===== src/rtl/adcrd_pkg.sv =====
package adcrd_pkg;

    typedef enum logic [1:0] {
        ST_IDLE  = 2'd0,
        ST_POLL  = 2'd1,
        ST_SHIFT = 2'd2
    } seq_st_e;

    // serial clock edge strobes, valid for the coming system clock edge
    typedef struct packed {
        logic rise;
        logic fall;
    } sclk_evt_t;

    function automatic int cw(input int n);
        return (n > 1) ? $clog2(n) : 1;
    endfunction

endpackage


===== src/rtl/adcrd_sclk_gen.sv =====
module adcrd_sclk_gen
    import adcrd_pkg::*;
#(
    parameter int HALF_DIV = 4
) (
    input  logic      clk,
    input  logic      rst,
    input  logic      run,
    output logic      sclk,
    output sclk_evt_t evt
);
    localparam int CW = cw(HALF_DIV);
    localparam logic [CW-1:0] LAST = CW'(HALF_DIV - 1);

    logic tick;

    generate
        if (HALF_DIV == 1) begin : g_nodiv
            assign tick = run;
        end else begin : g_div
            logic [CW-1:0] cnt;
            always_ff @(posedge clk) begin
                if (rst || !run || cnt == LAST) cnt <= '0;
                else                            cnt <= cnt + 1'b1;
            end
            assign tick = run && (cnt == LAST);
        end
    endgenerate

    always_ff @(posedge clk) begin
        if (rst || !run) sclk <= 1'b0;
        else if (tick)   sclk <= ~sclk;
    end

    assign evt.rise = tick && !sclk;
    assign evt.fall = tick &&  sclk;
endmodule


===== src/rtl/adcrd_poll_timer.sv =====
module adcrd_poll_timer
    import adcrd_pkg::*;
#(
    parameter int LIMIT = 4096
) (
    input  logic clk,
    input  logic rst,
    input  logic active,
    output logic expired
);
    localparam int CW = cw(LIMIT);
    localparam logic [CW-1:0] LAST = CW'(LIMIT - 1);

    logic [CW-1:0] cnt;

    always_ff @(posedge clk) begin
        if (rst || !active)    cnt <= '0;
        else if (cnt != LAST)  cnt <= cnt + 1'b1;
    end

    assign expired = active && (cnt == LAST);
endmodule


===== src/rtl/adcrd_rx_shift.sv =====
module adcrd_rx_shift
    import adcrd_pkg::*;
#(
    parameter int NBITS = 19
) (
    input  logic             clk,
    input  logic             rst,
    input  logic             clr,
    input  logic             shift_en,
    input  logic             din,
    output logic [NBITS-1:0] word,
    output logic             full
);
    localparam int CW = cw(NBITS + 1);
    localparam logic [CW-1:0] NB = CW'(NBITS);

    logic [CW-1:0] nbit;

    always_ff @(posedge clk) begin
        if (rst || clr) begin
            word <= '0;
            nbit <= '0;
        end else if (shift_en) begin
            word <= {word[NBITS-2:0], din};
            nbit <= nbit + 1'b1;
        end
    end

    assign full = (nbit == NB);
endmodule


===== src/rtl/adc_read_seq.sv =====
module adc_read_seq
    import adcrd_pkg::*;
#(
    parameter int HALF_DIV   = 4,
    parameter int POLL_LIMIT = 4096,
    parameter int NBITS      = 19
) (
    input  logic             clk,
    input  logic             rst,
    input  logic             start,
    input  logic             cont,
    input  logic             sdo_in,
    output logic             cs_n,
    output logic             sclk,
    output logic [NBITS-1:0] result,
    output logic             result_vld,
    output logic             timeout_err
);
    seq_st_e          st;
    sclk_evt_t        evt;
    logic             poll_to;
    logic             full;
    logic [NBITS-1:0] word;

    adcrd_sclk_gen #(.HALF_DIV(HALF_DIV)) u_sclk (
        .clk  (clk),
        .rst  (rst),
        .run  (st == ST_SHIFT),
        .sclk (sclk),
        .evt  (evt)
    );

    adcrd_poll_timer #(.LIMIT(POLL_LIMIT)) u_timer (
        .clk     (clk),
        .rst     (rst),
        .active  (st == ST_POLL),
        .expired (poll_to)
    );

    adcrd_rx_shift #(.NBITS(NBITS)) u_rx (
        .clk      (clk),
        .rst      (rst),
        .clr      (st != ST_SHIFT),
        .shift_en (evt.rise),
        .din      (sdo_in),
        .word     (word),
        .full     (full)
    );

    always_ff @(posedge clk) begin
        if (rst) begin
            st          <= ST_IDLE;
            result      <= '0;
            result_vld  <= 1'b0;
            timeout_err <= 1'b0;
        end else begin
            result_vld  <= 1'b0;
            timeout_err <= 1'b0;
            unique case (st)
                ST_IDLE: if (start || cont) st <= ST_POLL;
                ST_POLL: begin
                    if (!sdo_in) begin
                        st <= ST_SHIFT;
                    end else if (poll_to) begin
                        st          <= ST_IDLE;
                        timeout_err <= 1'b1;
                    end
                end
                ST_SHIFT: begin
                    if (evt.fall && full) begin
                        st         <= ST_IDLE;
                        result     <= word;
                        result_vld <= 1'b1;
                    end
                end
                default: st <= ST_IDLE;
            endcase
        end
    end

    assign cs_n = (st == ST_IDLE);
endmodule


===== config.mk =====
export PLATFORM = sky130hd
export DESIGN_NAME = adc_read_seq
export DESIGN_NICKNAME = d
export VERILOG_FILES = /design/src/rtl/adcrd_pkg.sv /design/src/rtl/adcrd_sclk_gen.sv /design/src/rtl/adcrd_poll_timer.sv /design/src/rtl/adcrd_rx_shift.sv /design/src/rtl/adc_read_seq.sv
export SDC_FILE = /design/constraint.sdc
export NUM_CORES = 1
export LEC_CHECK = 0
export BUFFER_PORTS_ARGS = -buffer_cell sky130_fd_sc_hd__buf_2
export CORE_ASPECT_RATIO = 1.1
export CORE_MARGIN = 2
export CORE_UTILIZATION = 50
export CTS_CLUSTER_DIAMETER = 150
export DETAILED_ROUTE_END_ITERATION = 10
export GPL_TIMING_DRIVEN = 1
export PLACE_DENSITY_LB_ADDON = 0.08
export REMOVE_ABC_BUFFERS = 1
export SYNTH_ARGS = -nofsm -noshare
export SYNTH_HDL_FRONTEND = slang
export SYNTH_SLANG_ARGS = --single-unit

===== constraint.sdc =====
create_clock -name clk -period 1.8 [get_ports clk]
set_clock_uncertainty 0.2 [all_clocks]
set_input_delay 0.18 -clock clk [delete_from_list [all_inputs] [get_ports clk]]
set_output_delay 0.18 -clock clk [all_outputs]
set_load 0.01 [all_outputs]

==> results.md <==
- Gr ovfl total: 0
- Area of the die: 5480 um2
- Placed cells: 338
- Pre-antenna DRT Iters: 4
- IO Count: 28
- Tot Pwr: 2.58 mW
- Synth Register Bits: 62
- Hold WC Path Type: flop to flop
- Final #Nets: 309
- DIE HEIGHT: 77.5 um
- Crit-path leading delay family: simple AND/OR/NAND/NOR gates
- Slew Viols, Final: 0
- Total Routing Usage GR: 0.188
- CTS clock-pin slew for the worst setup and hold paths: 70 ps
- Status: finished, final reports clean
- Clock Path Buffers: 2
- RePlAce Congestion: 0.735
- Vias per cell: 5.31
- PD cells: 865 nW/um2
- Die width: 70.8 um
- Critical-path cell list: ha_4 > nand4b_1 > nor3_4 > buf_6 > clkbuf_16 > mux2i_1 > nor2_1
- Largest net degree at the start of global routing: 21
- Avg Cell Area, Syn: 9.43 um2
- Worst skew pair latency: 340 ps
- WP buf/inv: 2
- WHS Path Cells: 1
- WHS: 216 ps
- FP Rows: 26
- Routed wire length: 4930 um
- DP Worst Slack: 69.4 ps
- VDD IR max: 410 uV
- Worst reg-to-reg path cell count: 7
- TritonCTS clock tree: done
- Num CTS Buffers: 9
- Final setup violation count: 0
- Fmax: 570 MHz
- Avg WL per Cell: 13.6 um
- Required @ worst endpoint: 1820 ps
- Core area: 4680 um2
- Tightest Pin Transition: 397 ps
- Final Non-Filler Cells: 362
- Worst setup margin: 45.0 ps
- Placed cell area: 2660 um2
- Shortest period the worst path allows: 1750 ps
- Area delta synth->final: 21.6%
- Post-layout instance area: 2980 um2
- Port Buffers: 27
- Area of the mapped netlist: 2450 um2
- Initial DRC count: 93
- # diodes: 0
- Worst Path Max Fanout: 10
- Crit end category: flop
- Layout cell share with drive strength beyond 1: 0.261
- Worst slew margin: 0.735
- Cell count after synthesis: 260
- Static Leakage: 1.10 nW
- Via count: 1923
- Antenna violations before repair: 0
- First-pass GRT wire length: 8160 um
- Synth warnings: 0
- DR DRC count: 0
- Layout Utilization: 0.637
- Max cap viols: 0
- H-tree Lvls: 3
- Setup CP Type: flop to flop
- CP peak stage delay: 370 ps
- Number of library cell types mapped by synthesis: 40
- Period utilization: 0.975
- Initial core utilization: 0.524
- Post-DRT Antenna Nets: 0
- Crit. path cell count: 7
- Slowest cell on crit path: dfxtp_2
- Vias in the first global route: 1798
- Final hold vios: 0
- Startpoint Class: flop
- Flop2flop setup slack: 50 ps
- Register area share after synthesis: 0.506
- Clock root buffer: clkbuf_8
- Worst EP arrival: 1780 ps
- Dpl hpwl: 3170 um
- Num Clock Sinks: 62
- Setup TNS: 0 ps
cell usage in the layout, fill, tap and decap left out, types with 3 or more instances in the layout:
cell type	Yosys	layout
nand2_1	51	51
nor2_1	32	32
dfxtp_1	62	59
clkbuf_8	0	12
buf_2	7	27
xnor2_1	4	4
dlygate4sd3_1	0	4
nand3_1	3	3
a21oi_1	12	12
buf_4	1	11
nor3_1	3	3
nand4_1	4	4
mux2i_1	21	21
a31oi_1	4	4
nand4b_1	3	3
a21oi_2	10	10
xor2_1	3	3
metal layers:
metal / track usage / wire, um
met1: 0.226 / 2250
met2: 0.303 / 2380
met3: 0.0532 / 191
met4: 0.0962 / 104
met5: 0 / 0
synth_stat cells (all sizes together):
master	n	area, um2
o311a	1	10.0
dfxtp	62	1240
o31ai	1	7.51
clkbuf	5	18.8
o21ai	2	10.0
buf	11	76.3
and2	2	12.5
and3	2	12.5
a311oi	1	15.0
a31o	2	17.5
xor2	3	26.3
nor4	1	6.26
and4	2	17.5
or3b	1	8.76
nor2	32	120
ha	3	37.5
or2	1	6.26
inv	2	7.51
a211oi	2	15.0
a31oi	4	25.0
nand3b	1	7.51
nand4b	3	26.3
a21oi	22	148
nor3	4	25.0
nor3b	2	20.0
nand2	51	191
o22ai	1	6.26
a41o	1	10.0
and4bb	1	12.5
o21bai	1	7.51
mux2i	21	210
nand4	5	46.3
xnor2	4	35.0
nand3	3	15.0
final cells by class:
class / instances / area [um2]
Clock buffer: 13 / 169
Clock inverter: 3 / 17.5
Fill cell: 411 / 1700
Inverter: 2 / 7.51
Multi-Input combinational cell: 180 / 1130
Sequential cell: 62 / 1250
Tap cell: 56 / 70.1
Timing Repair Buffer: 46 / 339
final timing paths:
path	startpoint	end
worst max-delay path	u_rx.nbit[1]$_SDFFE_PP0P_	result[6]$_SDFFE_PP0P_
worst min-delay path	u_sclk.g_div.cnt[0]$_SDFF_PP0_	u_sclk.g_div.cnt[0]$_SDFF_PP0_
worst max register to register	u_rx.nbit[1]$_SDFFE_PP0P_	result[6]$_SDFFE_PP0P_
worst min register to register	u_sclk.g_div.cnt[0]$_SDFF_PP0_	u_sclk.g_div.cnt[0]$_SDFF_PP0_
registers in the layout, indices dropped and copies added (netlist names):
signal            count
result               19
result_vld            1
st                    2
timeout_err           1
u_rx.nbit             5
u_rx.word            19
u_sclk.g_div.cnt      2
u_sclk.sclk           1
u_timer.cnt          12
power breakdown:
part	switching (mW)	internal (mW)	total (mW)
clock	0.513	0.608	1.12
combinational	0.0405	0.0314	0.0718
sequential	0.00966	1.38	1.39
what timing repair did:
action	4_1_cts	5_1_grt
setup endpoints to repair	0	39
hold buffers	4	0
hold endpoints to repair	4	0
resized for setup	0	9
setup buffers	0	2
cell families (layout without fill, tap and decap cells):
group	Yosys count	count (layout)	synth area share
flops	62	62	0.506
simple gates	111	111	0.215
fa+ha+maj	3	3	0.0153
mux	21	21	0.0857
xor+xnor	7	7	0.0250
compound gates	38	38	0.111
buf+inv	18	64	0.0418
Power figures use the tool's default switching activity.
